## src/rtl/vff_pkg.sv

```systemverilog
package vff_pkg;

  typedef enum logic [1:0] {
    ST_IDLE,
    ST_PEND,
    ST_MID,
    ST_ACTIVE
  } vffState_t;

  // control -> datapath
  typedef struct packed {
    logic startMeas;
    logic setOut;
    logic clrOut;
    logic bumpAnchor;
  } vffStrobe_t;

  // datapath -> control
  typedef struct packed {
    logic hsRise;
    logic vsRise;
    logic midHit;
    logic pendField;
    logic reachWidth;
  } vffStatus_t;

endpackage

```

## src/rtl/vff_datapath.sv

```systemverilog
module vff_datapath
  import vff_pkg::*;
#(
  parameter int CNT_W  = 12,
  parameter int LINE_W = 8
) (
  input  logic             clk,
  input  logic             rstN,
  input  logic             hsyncIn,
  input  logic             vsyncIn,
  input  logic [CNT_W-1:0] sepThresh,
  input  vffStrobe_t       strobe,
  output vffStatus_t       status,
  output logic             vsyncReg,
  output logic             fieldReg
);
  localparam int REL_W = CNT_W + 2;
  localparam logic [CNT_W-1:0]  POS_MAX  = '1;
  localparam logic [LINE_W-1:0] LINE_MAX = '1;
  localparam logic [LINE_W:0]   ANC_MAX  = '1;

  logic hsPrev, vsPrev, hsRise, vsRise, vsFall;
  logic [CNT_W-1:0] pos, lineLen, curPos, halfLen;
  logic [REL_W-1:0] curW, lenW, thrW, relW, qW, q3W;
  logic inMid, midHit;
  logic [LINE_W-1:0] wCnt, wEff;
  logic measOn, measDone, pendField;
  logic [LINE_W:0] anchorCnt, anchorNext;

  // position in line and quadrant classification
  always_comb begin
    hsRise = hsyncIn & ~hsPrev;
    vsRise = vsyncIn & ~vsPrev;
    vsFall = ~vsyncIn & vsPrev;
    if (hsRise)              curPos = '0;
    else if (pos == POS_MAX) curPos = pos;
    else                     curPos = pos + 1'b1;
    halfLen = lineLen >> 1;
    curW = REL_W'(curPos);
    lenW = REL_W'(lineLen);
    thrW = REL_W'(sepThresh);
    qW   = REL_W'(lineLen >> 2);
    q3W  = qW + (qW << 1);
    relW = (curW >= thrW) ? (curW - thrW) : (curW + lenW - thrW);
    inMid  = (relW >= qW) && (relW < q3W);
    midHit = ~hsRise && (halfLen != '0) && (curPos == halfLen);
    wEff = (wCnt == '0) ? LINE_W'(1) : wCnt;
    anchorNext = (anchorCnt == ANC_MAX) ? anchorCnt : anchorCnt + 1'b1;
  end

  always_comb begin
    status.hsRise     = hsRise;
    status.vsRise     = vsRise;
    status.midHit     = midHit;
    status.pendField  = pendField;
    status.reachWidth = measDone && (anchorNext >= {1'b0, wEff});
  end

  always_ff @(posedge clk or negedge rstN) begin
    if (!rstN) begin
      hsPrev    <= 1'b0;
      vsPrev    <= 1'b0;
      pos       <= '0;
      lineLen   <= '0;
      pendField <= 1'b0;
      wCnt      <= '0;
      measOn    <= 1'b0;
      measDone  <= 1'b0;
      anchorCnt <= '0;
      vsyncReg  <= 1'b0;
      fieldReg  <= 1'b0;
    end else begin
      hsPrev <= hsyncIn;
      vsPrev <= vsyncIn;
      pos    <= curPos;
      if (hsRise) lineLen <= pos + 1'b1;

      // input pulse width in lines
      if (strobe.startMeas) begin
        pendField <= inMid;
        wCnt      <= '0;
        measOn    <= 1'b1;
        measDone  <= 1'b0;
      end else if (measOn) begin
        if (vsFall) begin
          measOn   <= 1'b0;
          measDone <= 1'b1;
        end else if (hsRise && vsyncIn && wCnt != LINE_MAX) begin
          wCnt <= wCnt + 1'b1;
        end
      end

      // regenerated output
      if (strobe.setOut) begin
        vsyncReg  <= 1'b1;
        fieldReg  <= pendField;
        anchorCnt <= '0;
      end else if (strobe.clrOut) begin
        vsyncReg <= 1'b0;
      end else if (strobe.bumpAnchor) begin
        anchorCnt <= anchorNext;
      end
    end
  end

endmodule

```

## src/rtl/vff_control.sv

```systemverilog
module vff_control
  import vff_pkg::*;
(
  input  logic       clk,
  input  logic       rstN,
  input  vffStatus_t status,
  output vffStrobe_t strobe
);
  vffState_t state, nxt;
  logic anchor;

  always_comb begin
    strobe = '0;
    nxt    = state;
    anchor = status.pendField ? status.midHit : status.hsRise;
    unique case (state)
      ST_IDLE: if (status.vsRise) begin
        strobe.startMeas = 1'b1;
        nxt = ST_PEND;
      end
      ST_PEND: if (status.hsRise) begin
        if (status.pendField) begin
          nxt = ST_MID;
        end else begin
          strobe.setOut = 1'b1;
          nxt = ST_ACTIVE;
        end
      end
      ST_MID: if (status.midHit) begin
        strobe.setOut = 1'b1;
        nxt = ST_ACTIVE;
      end
      ST_ACTIVE: if (anchor) begin
        if (status.reachWidth) begin
          strobe.clrOut = 1'b1;
          nxt = ST_IDLE;
        end else begin
          strobe.bumpAnchor = 1'b1;
        end
      end
      default: nxt = ST_IDLE;
    endcase
  end

  always_ff @(posedge clk or negedge rstN) begin
    if (!rstN) state <= ST_IDLE;
    else       state <= nxt;
  end

endmodule

```

## src/rtl/vsyncFieldFilter.sv

```systemverilog
module vsyncFieldFilter
  import vff_pkg::*;
#(
  parameter int CNT_W  = 12,
  parameter int LINE_W = 8
) (
  input  logic             clk,
  input  logic             rstN,
  input  logic             filtEn,
  input  logic             hsyncIn,
  input  logic             vsyncIn,
  input  logic [CNT_W-1:0] sepThresh,
  output logic             vsyncOut,
  output logic             fieldOut
);
  vffStrobe_t strobe;
  vffStatus_t status;
  logic vsyncReg, fieldReg;

  vff_datapath #(.CNT_W(CNT_W), .LINE_W(LINE_W)) u_dp (
    .clk(clk), .rstN(rstN), .hsyncIn(hsyncIn), .vsyncIn(vsyncIn),
    .sepThresh(sepThresh), .strobe(strobe), .status(status),
    .vsyncReg(vsyncReg), .fieldReg(fieldReg)
  );

  vff_control u_ctl (
    .clk(clk), .rstN(rstN), .status(status), .strobe(strobe)
  );

  assign vsyncOut = filtEn ? vsyncReg : vsyncIn;
  assign fieldOut = filtEn ? fieldReg : 1'b0;

endmodule

```

## config.mk

```make
export PLATFORM = sky130hd
export DESIGN_NAME = vsyncFieldFilter
export DESIGN_NICKNAME = d
export VERILOG_FILES = /design/src/rtl/vff_pkg.sv /design/src/rtl/vff_datapath.sv /design/src/rtl/vff_control.sv /design/src/rtl/vsyncFieldFilter.sv
export SDC_FILE = /design/constraint.sdc
export NUM_CORES = 1
export LEC_CHECK = 0
export BUFFER_PORTS_ARGS = -buffer_cell sky130_fd_sc_hd__buf_4
export CAP_MARGIN = 20
export CORE_MARGIN = 2
export CORE_UTILIZATION = 65
export DETAILED_ROUTE_END_ITERATION = 8
export HOLD_SLACK_MARGIN = 0.06
export PLACE_DENSITY = 0.81
export SLEW_MARGIN = 0
export SYNTH_ARGS = -nofsm -noshare
export SYNTH_HDL_FRONTEND = slang
export SYNTH_SLANG_ARGS = --single-unit
```

## constraint.sdc

```tcl
create_clock -name clk -period 6.75 [get_ports clk]
set_clock_uncertainty 0.1 [all_clocks]
set_input_delay 1.0125 -clock clk [delete_from_list [all_inputs] [get_ports clk]]
set_output_delay 1.0125 -clock clk [all_outputs]
set_load 0.005 [all_outputs]
```

==> impl_metrics.csv, run 1 <==
group,metric,value,unit
clock_network,root_buffer,"clkbuf_8",
power,p_switching,961,uW
die,row_count,35,
power,intPower,1060,uW
detailed_routing,via_per_inst,6.48,
timing,timing.slew.headroom,49.3,%
power,ir_drop,0.000342,V
setup_path,crit_top_cell,"ha_1",
timing,tns,0,ns
global_route,grt_overflow,0,
synthesis,synthFlopType,"dfrtp_1",
detailed_routing,vias,5604,
global_route,grt_max_degree,51,
global_route,grt_pass1_vias,5360,
placement,gp_congestion,0.960,
die,pin_count,19,
global_route,track_usage,32.1,%
clock_network,cts_buffers,5,
layout,final_cell_mix,"ha_1, inv_1, a21oi_1, nand2_1",
synthesis,synth_top_cell_by_area,"dfrtp_1",
die,fp.dieArea,0.0101,mm^2
power,power.leakage,0.00306,uW
power,clkPwrFrac,8.8,%
timing,tightestPinTransition,0.758,ns
global_route,antenna_found_initial,0,
worst_hold_path,hold_path_class,"flop to flop",
layout,diodes,0,
timing,min_period_over_period,92.5,%
setup_path,cp.arrival,6.33,ns
timing,setup_viol,0,
detailed_routing,drtIter0Drc,459,
clock_network,ctsHoldBuffers,0,
placement,portBuffers,18,
clock_network,insertion_delay,0.31,ns
synthesis,yosys-top-cells-area,"dfrtp_1, ha_1, xnor2_1, a21oi_1, inv_1",
timing,post-route-min-period,6.24,ns
job,maxCapViolCount,0,
die,start_util,66.4,%
detailed_routing,wirelength,15800,um
clock_network,clkSlewWorstSetupHoldPaths,0.10,ns
timing,finalMaxSlewViolations,0,
synthesis,synth-seq-cells,50,
clock_network,cts_sinks,50,
layout,final_nets,859,
detailed_routing,antenna_left,0,
die,die_w,101,um
die,core,0.00915,mm^2
synthesis,async_flop_share,100,%
power,p_seq_share,23.1,%
timing,fmax,160,MHz
layout,fill_cells,770,
clock_network,clk_path_buf_depth,2,
layout,layout_commonest_cell,"ha_1",
layout,multiInputGateArea,0.00450,mm^2
synthesis,synth-warning-count,0,
clock_network,cts_setup_buffers,0,
timing,timing.hold.ws,0.389,ns
synthesis,netlist_instances,733,
detailed_routing,drtPass1Iterations,5,
power,powerDensity,314,mW/mm^2
synthesis,ys_seq_area_share,20.6,%
synthesis,synth_edf_count,0,
setup_path,end_kind,"flop",
timing,rsz0062_at_grt,"false",
power,switching_share,47.5,%
setup_path,worst-path-buf-inv,0,
placement,hpwl,12900,um
global_route,grt_pass1_wl,26000,um
setup_path,slowest_delay,0.55,ns
detailed_routing,drc,0,
clock_network,cts_max_level,2,
synthesis,synth_nets,839,
die,die_h,101,um
clock_network,cts_resized,0,
synthesis,ys_types,84,
clock_network,cts_tree,"done",
layout,syn_to_final_growth,6.06,%
synthesis,yosysTopAreaCellShare,20.6,%
setup_path,start_kind,"flop",
setup_path,criticalPathCategory,"flop to flop",
setup_path,crit_fanout,11,
status,status,"finished clean",
setup_path,cp_slowest_cell,"dfrtp_1",
layout,seqCellArea,0.00125,mm^2
synthesis,netlist_area,0.00607,mm^2
detailed_routing,wl_per_cell,18.3,um
layout,drive_above_1_share,9.81,%
setup_path,cp.required,6.84,ns
synthesis,avgSynthCellArea,8.29,um^2
power,p_comb_share,68.1,%
timing,hold_violations,0,
setup_path,critPathTopFamily,"compound AO/OA/AOI/OAI gates",
kinds of logic (layout without fill, tap and decap cells):
family                     Yosys count  after routing  share of synthesized area (%)
DFF                                 50             50                           20.6
muxes                               12             12                           2.14
AOI/OAI and AO/OA                  210            210                           23.6
buffers and inverters               78             99                           5.38
and+or+nand+nor                    225            225                           19.6
xor gates and xnor gates            67             67                           9.66
adders and majority gates           91             91                           18.9
registers in the layout (all words and copies together) (netlist names):
name,flops
u_dp.measDone,1
u_dp.pos,12
u_ctl.state,2
u_dp.hsPrev,1
u_dp.anchorCnt,9
u_dp.measOn,1
u_dp.lineLen,12
u_dp.vsyncReg,1
u_dp.wCnt,8
u_dp.fieldReg,1
u_dp.vsPrev,1
u_dp.pendField,1
power groups by stage:
stage	sequential, uW	combinational (uW)	clock, uW
after floorplan	436	1040	0
after global placement	464	1320	0
after detailed placement	470	1360	0
after CTS	464	1370	180
after global routing	480	1560	189
final	467	1380	178
per-layer routing:
metal | GRT usage (%) | vias up | routed length (um)
met5 | 0 | - | 0
met4 | 8.43 | 0 | 261
met3 | 3.54 | 22 | 1020
met2 | 54.7 | 207 | 7600
met1 | 43.2 | 2660 | 6960
li1 | - | 2715 | -
worst register-to-register path, cell delays in order (launching register included):
cell	delay, ns
dfrtp_1	0.55
ha_1	0.27
and3_1	0.45
nand4_1	0.19
a21o_2	0.27
xnor2_1	0.14
ha_1	0.21
a311o_1	0.27
o221ai_1	0.20
nor2b_1	0.23
xnor2_1	0.17
ha_1	0.28
a21o_1	0.17
a21o_1	0.18
a31o_2	0.22
a21o_1	0.22
a21oi_1	0.19
xnor2_1	0.14
nand2_1	0.06
o21ai_0	0.14
ha_1	0.31
a2111oi_0	0.36
a21oi_1	0.15
or4bb_1	0.48
nand4_1	0.11
a21oi_1	0.07
synth_stat cells (5+ instances only):
cell type	count
nand2b_1	9
a21o_1	22
dfrtp_1	50
a21oi_1	53
xnor2_1	48
inv_1	56
nor2b_1	12
or3_1	5
nor3_1	14
nand4_1	9
ha_1	87
and3_1	10
xor2_1	19
nor2_1	50
a211oi_1	14
o211ai_1	7
and4_1	5
nand3_1	23
clkbuf_1	9
o21a_1	6
buf_2	6
a31oi_1	8
nand2_1	53
or2_2	6
o21ai_0	41
mux2_2	7
o22ai_1	5
path summary, 6_finish.rpt:
| check | start | to | slack, ns | cells past startpoint |
|---|---|---|---|---|
| setup / recovery | u_dp.pos[0] | u_dp.pendField | 0.51 | 25 |
| hold / removal | u_dp.vsyncReg | u_dp.vsyncReg | 0.39 | 1 |
| setup reg to reg | u_dp.pos[0] | u_dp.pendField | 0.51 | 25 |
| hold reg to reg | u_dp.vsyncReg | u_dp.vsyncReg | 0.39 | 1 |
| max in group asynchronous | rstN | u_dp.wCnt[1] | 5.51 | 1 |
| min in group asynchronous | rstN | u_dp.lineLen[4] | 0.62 | 1 |
metrics by stage:
stage               area [um^2]  setup slack (ns)  instances  util (%)  power, uW
floorplan                  6070             0.789        733         -       1480
global placement           6360             0.545        857      69.4       1780
detailed placement         6360             0.446        857      69.4       1830
CTS                        6440             0.641        865      70.4       2010
global route               6440            0.0107        865      70.4       2220
finish                     6440             0.507        865      70.4       2020
layout make-up:
class | count | share of cell area (%)
clock buffer | 6 | 1.13
timing repair buffer | 34 | 3.96
inverter | 57 | 3.32
clock inverter | 2 | 0.214
tap | 111 | 2.16
multi-input combinational | 605 | 69.8
sequential | 50 | 19.4
(Power assumes the default switching activity.)
==> inputs of run 2 (changes only) <==
--- a/config.mk
+++ b/config.mk
@@ -7,7 +7,7 @@
 export LEC_CHECK = 0
 export BUFFER_PORTS_ARGS = -buffer_cell sky130_fd_sc_hd__buf_4
 export CAP_MARGIN = 20
-export CORE_MARGIN = 2
+export CORE_ASPECT_RATIO = 1.5
 export CORE_UTILIZATION = 65
 export DETAILED_ROUTE_END_ITERATION = 8
 export HOLD_SLACK_MARGIN = 0.06
==> run 2 against run 1 <==
Sequential share of layout area did not move. Critical path depth did not move. Hold slack better by 0.0020 ns. Combinational power is essentially flat. Highest routed layer unchanged. Cell area unchanged. Clock power up 42%. Sequential power hardly changed.
==> impl_metrics.csv, run 2 (synthesis results as in run 1) <==
group,metric,value,unit
status,status,"finished clean",
setup_path,r2r_setup_slack,0.41,ns
detailed_routing,drtIter0Drc,365,
worst_hold_path,hold_path_class,"flop to flop",
clock_network,cts_tree,"done",
power,ir_drop,0.000361,V
power,powerDensity,330,mW/mm^2
clock_network,root_buffer,"clkbuf_16",
job,maxCapViolCount,0,
clock_network,cts_buffers,5,
layout,final_cell_mix,"ha_1, inv_1, a21oi_1, nand2_1",
die,start_util,68.0,%
layout,fill_cells,740,
timing,rsz0062_at_grt,"false",
layout,syn_to_final_growth,6.06,%
placement,gp_congestion,0.948,
die,die_w,80.9,um
timing,fmax,158,MHz
placement,portBuffers,18,
setup_path,start_kind,"flop",
placement,dp.cells,849,
detailed_routing,wl_per_cell,18.7,um
detailed_routing,wirelength,16000,um
setup_path,cp.required,6.80,ns
clock_network,cts_max_level,2,
timing,tightestPinTransition,0.931,ns
clock_network,cts_sinks,50,
clock_network,cts_setup_buffers,0,
layout,top_regs,"u_dp.lineLen x12, u_dp.pos x12, u_dp.anchorCnt x9",
die,core,0.00893,mm^2
timing,finalMaxSlewViolations,0,
layout,diodes,0,
layout,layout_commonest_cell,"ha_1",
die,pin_count,19,
timing,hold_violations,0,
die,row_count,42,
layout,seqCellArea,0.00125,mm^2
setup_path,crit_fanout,11,
clock_network,insertion_delay,0.30,ns
placement,hpwl,12800,um
clock_network,clk_path_buf_depth,2,
timing,setup_viol,0,
setup_path,criticalPathCategory,"flop to flop",
detailed_routing,drc,0,
die,die_h,120,um
setup_path,cp.arrival,6.39,ns
global_route,grt_max_degree,51,
clock_network,cts_resized,0,
clock_network,ctsHoldBuffers,0,
global_route,antenna_found_initial,0,
timing,min_period_over_period,93.9,%
setup_path,r2r_cells,25,
timing,timing.slew.headroom,37.8,%
global_route,grt_pass1_vias,5773,
layout,multiInputGateArea,0.00450,mm^2
power,power.leakage,0.00304,uW
timing,tns,0,ns
global_route,grt_overflow,0,
die,fp.dieArea,0.00974,mm^2
global_route,track_usage,35.0,%
global_route,grt_pass1_wl,26200,um
detailed_routing,antenna_left,0,
clock_network,clkSlewWorstSetupHoldPaths,0.07,ns
timing,post-route-min-period,6.34,ns
layout,final_cells,856,
detailed_routing,via_per_inst,6.53,
setup_path,reg2reg_from,"u_dp.pos[0]",
setup_path,end_kind,"flop",
layout,final_nets,852,
layout,drive_above_1_share,8.98,%
worst_hold_path,hold_path_end,"u_dp.fieldReg",
setup_path,r2r_end,"u_dp.pendField",
worst_hold_path,holdPathStages,1,
detailed_routing,drtPass1Iterations,6,
worst_hold_path,hp-start,"u_dp.fieldReg",
detailed_routing,vias,5590,
-- run 2: cell count changes in the layout (fill, tap and decap cells not counted), sizes merged --
cell and delta:
buf -7, clkbuf -1, clkinv -2, clkinvlp +2
-- run 2: power breakdown --
group | internal [uW] | switching, uW | total [uW] | leakage [uW]
clock network | 136 | 117 | 253 | 0.0000619
registers | 369 | 97.7 | 466 | 0.000660
logic | 620 | 788 | 1410 | 0.00232
total | 1120 | 1000 | 2130 | 0.00304
-- run 2: final cells by class --
| cell class | instances | share of cell area [%] |
|---|---|---|
| multi-input cells | 605 | 69.8 |
| repair buffers | 27 | 3.15 |
| well taps | 110 | 2.14 |
| inverters | 57 | 3.32 |
| flip-flops and latches | 50 | 19.4 |
| clock inverters | 2 | 0.233 |
| clock buffers | 5 | 1.94 |
-- run 2: worst max-delay path by stage --
stage / from / to / slack (ns) / depth (start not counted)
after floorplan: hsyncIn / u_dp.pendField / 0.79 / 27
after global placement: hsyncIn / u_dp.pendField / 0.33 / 24
after detailed placement: hsyncIn / u_dp.pendField / 0.21 / 24
after CTS: u_dp.pos[0] / u_dp.pendField / 0.46 / 25
after global routing: u_dp.pos[8] / u_dp.pendField / 0.03 / 26
final: u_dp.pos[0] / u_dp.pendField / 0.41 / 25
-- run 2: metrics by stage --
stage | worst slack [ns] | cell area [um^2] | hold slack, ns | util [%] | total power [uW]
after global routing | 0.0325 | 6440 | 0.423 | 72.1 | 2310
final | 0.409 | 6440 | 0.391 | 72.1 | 2130
after CTS | 0.459 | 6440 | 0.400 | 72.1 | 2110
after floorplan | 0.789 | 6070 | 0.349 | - | 1480
after global placement | 0.333 | 6300 | 0.360 | 70.5 | 1780
after detailed placement | 0.208 | 6300 | 0.384 | 70.5 | 1840
-- run 2: critical path, cell delays in order (launching register included) --
cell	delay (ns)
dfrtp_1	0.54
ha_1	0.28
and3_1	0.49
nand4_1	0.19
a21o_2	0.26
xnor2_1	0.13
ha_1	0.21
a311o_1	0.28
o221ai_1	0.20
nor2b_1	0.20
xnor2_1	0.14
ha_1	0.33
a21o_1	0.20
a21o_1	0.17
a31o_2	0.22
a21o_1	0.22
a21oi_1	0.19
xnor2_1	0.13
nand2_1	0.06
o21ai_0	0.15
ha_1	0.31
a2111oi_0	0.41
a21oi_1	0.13
or4bb_1	0.48
nand4_1	0.10
a21oi_1	0.07
-- run 2: metal layers --
layer / vias up / wire length (um) / GRT usage, %
met5: - / 0 / 0
met4: 0 / 951 / 22.2
met3: 68 / 484 / 2.04
met2: 179 / 8590 / 66.4
met1: 2664 / 6020 / 35.6
li1: 2679 / - / -
==> inputs of run 3 (changes only) <==
--- a/config.mk
+++ b/config.mk
@@ -7,11 +7,13 @@
 export LEC_CHECK = 0
 export BUFFER_PORTS_ARGS = -buffer_cell sky130_fd_sc_hd__buf_4
 export CAP_MARGIN = 20
+export CELL_PAD_IN_SITES_DETAIL_PLACEMENT = 1
+export CELL_PAD_IN_SITES_GLOBAL_PLACEMENT = 1
 export CORE_ASPECT_RATIO = 1.5
-export CORE_UTILIZATION = 65
+export CORE_UTILIZATION = 49
 export DETAILED_ROUTE_END_ITERATION = 8
 export HOLD_SLACK_MARGIN = 0.06
-export PLACE_DENSITY = 0.81
+export PLACE_DENSITY = 0.8
 export SLEW_MARGIN = 0
 export SYNTH_ARGS = -nofsm -noshare
 export SYNTH_HDL_FRONTEND = slang
==> run 3 against run 2 <==
Maximum frequency rose by 0.12%. Cell count rose by 5.5%. Global-route usage fell by 4.7 points. Sequential share of layout area fell by 0.29 points. Largest cell class unchanged.
==> impl_metrics.csv, run 3 (synthesis results as in run 1) <==
group,metric,value,unit
status,status,"finished clean",
placement,hpwl,15400,um
global_route,grt_overflow,0,
power,clkPwrFrac,12.3,%
timing,tns,0,ns
clock_network,ctsHoldBuffers,0,
clock_network,cts_tree,"done",
setup_path,slowest_delay,0.54,ns
detailed_routing,drc,0,
clock_network,cts_buffers,5,
clock_network,insertion_delay,0.30,ns
layout,diodes,0,
detailed_routing,via_per_inst,6.28,
timing,min_period_over_period,93.8,%
power,p_switching,1030,uW
global_route,track_usage,30.3,%
setup_path,crit_top_cell,"ha_1",
placement,portBuffers,18,
clock_network,root_buffer,"clkbuf_16",
die,die_h,138,um
power,powerDensity,330,mW/mm^2
power,switching_share,47.8,%
setup_path,crit_fanout,11,
layout,fill_cells,1512,
power,ir_drop,0.000234,V
job,maxCapViolCount,0,
worst_hold_path,hold_path_class,"flop to flop",
die,core,0.0120,mm^2
power,p_comb_share,65.8,%
timing,setup_viol,0,
detailed_routing,wirelength,18600,um
die,pin_count,19,
timing,finalMaxSlewViolations,0,
clock_network,clk_path_buf_depth,2,
power,intPower,1130,uW
global_route,grt_pass1_vias,6306,
clock_network,cts_max_level,2,
setup_path,cp_slowest_cell,"dfrtp_1",
timing,timing.slew.headroom,48.4,%
global_route,grt_max_degree,51,
detailed_routing,drtPass1Iterations,4,
timing,post-route-min-period,6.33,ns
detailed_routing,vias,5669,
power,p_seq_share,21.9,%
setup_path,criticalPathCategory,"flop to flop",
setup_path,cp.required,6.80,ns
timing,rsz0062_at_grt,"false",
setup_path,start_kind,"flop",
setup_path,cp.arrival,6.38,ns
setup_path,end_kind,"flop",
layout,final_nets,855,
layout,final_cell_mix,"ha_1, inv_1, a21oi_1, nand2_1",
die,start_util,50.6,%
detailed_routing,drtIter0Drc,213,
layout,layout_commonest_cell,"ha_1",
layout,fin_util,54.4,%
global_route,grt_pass1_wl,30700,um
timing,hold_violations,0,
layout,syn_to_final_growth,7.64,%
die,die_w,92.9,um
timing,tightestPinTransition,0.771,ns
global_route,antenna_found_initial,0,
clock_network,clkSlewWorstSetupHoldPaths,0.08,ns
setup_path,worst-path-buf-inv,0,
detailed_routing,wl_per_cell,20.6,um
detailed_routing,antenna_left,0,
clock_network,cts_resized,0,
layout,seqCellArea,0.00125,mm^2
die,row_count,49,
clock_network,cts_setup_buffers,0,
clock_network,cts_sinks,50,
placement,gp_congestion,0.939,
layout,top_regs,"u_dp.lineLen x12, u_dp.pos x12, u_dp.anchorCnt x9",
layout,drive_above_1_share,9.87,%
die,fp.dieArea,0.0129,mm^2
setup_path,critPathTopFamily,"compound AO/OA/AOI/OAI gates",
layout,multiInputGateArea,0.00451,mm^2
power,power.leakage,0.00306,uW
timing,fmax,158,MHz
-- run 3: per-stage QoR --
stage,cell area (um^2),cells,total power [uW],worst slack (ns),hold slack [ns]
global placement,6380,895,1800,0.356,0.364
global route,6540,903,2370,0.0329,0.419
CTS,6530,903,2160,0.131,0.401
detailed placement,6380,895,1890,0.177,0.384
floorplan,6070,733,1480,0.789,0.349
finish,6540,903,2160,0.417,0.395
-- run 3: final timing paths --
| check | startpoint | end | slack, ns | cells past startpoint |
|---|---|---|---|---|
| worst max register to register | u_dp.pos[0] | u_dp.pendField | 0.42 | 25 |
| worst min-delay path | u_dp.vsyncReg | u_dp.vsyncReg | 0.40 | 1 |
| max in group asynchronous | rstN | u_dp.pos[9] | 5.43 | 1 |
| worst min register to register | u_dp.vsyncReg | u_dp.vsyncReg | 0.40 | 1 |
| worst max-delay path | u_dp.pos[0] | u_dp.pendField | 0.42 | 25 |
| min in group asynchronous | rstN | u_dp.fieldReg | 0.65 | 1 |
-- run 3: layout make-up --
type / count / share of cell area (%)
clock buffers: 5 / 1.91
clock inverters: 3 / 0.325
inverters: 57 / 3.27
multi-input cells: 605 / 69.0
repair buffers: 30 / 3.44
flip-flops and latches: 50 / 19.1
well taps: 153 / 2.93
-- run 3: metal layers --
metal	vias up	GRT usage, %	wire length [um]
met3	68	2.04	403
met2	118	58.5	10200
met4	0	20.0	1280
met1	2789	30.0	6700
li1	2694	-	-
met5	-	0	0
-- run 3: power groups by stage --
stage | registers (uW) | logic, uW | clock network [uW]
final | 472 | 1420 | 264
after CTS | 471 | 1420 | 269
after detailed placement | 477 | 1410 | 0
after global routing | 484 | 1600 | 279
after global placement | 468 | 1330 | 0
after floorplan | 436 | 1040 | 0
-- run 3: worst register-to-register path: stages (launching register included) --
cell and delay (ns):
dfrtp_1 0.54, ha_1 0.28, and3_2 0.37, nand4_1 0.16, a21o_2 0.28, xnor2_1 0.15
ha_1 0.21, a311o_1 0.27, o221ai_1 0.19, nor2b_1 0.20, xnor2_1 0.14, ha_1 0.33
a21o_1 0.21, a21o_1 0.18, a31o_2 0.23, a21o_1 0.27, a21oi_1 0.20, xnor2_1 0.13
nand2_1 0.06, o21ai_0 0.14, ha_1 0.32, a2111oi_1 0.43, a21oi_1 0.13, or4bb_1 0.49
nand4_1 0.11, a21oi_1 0.07
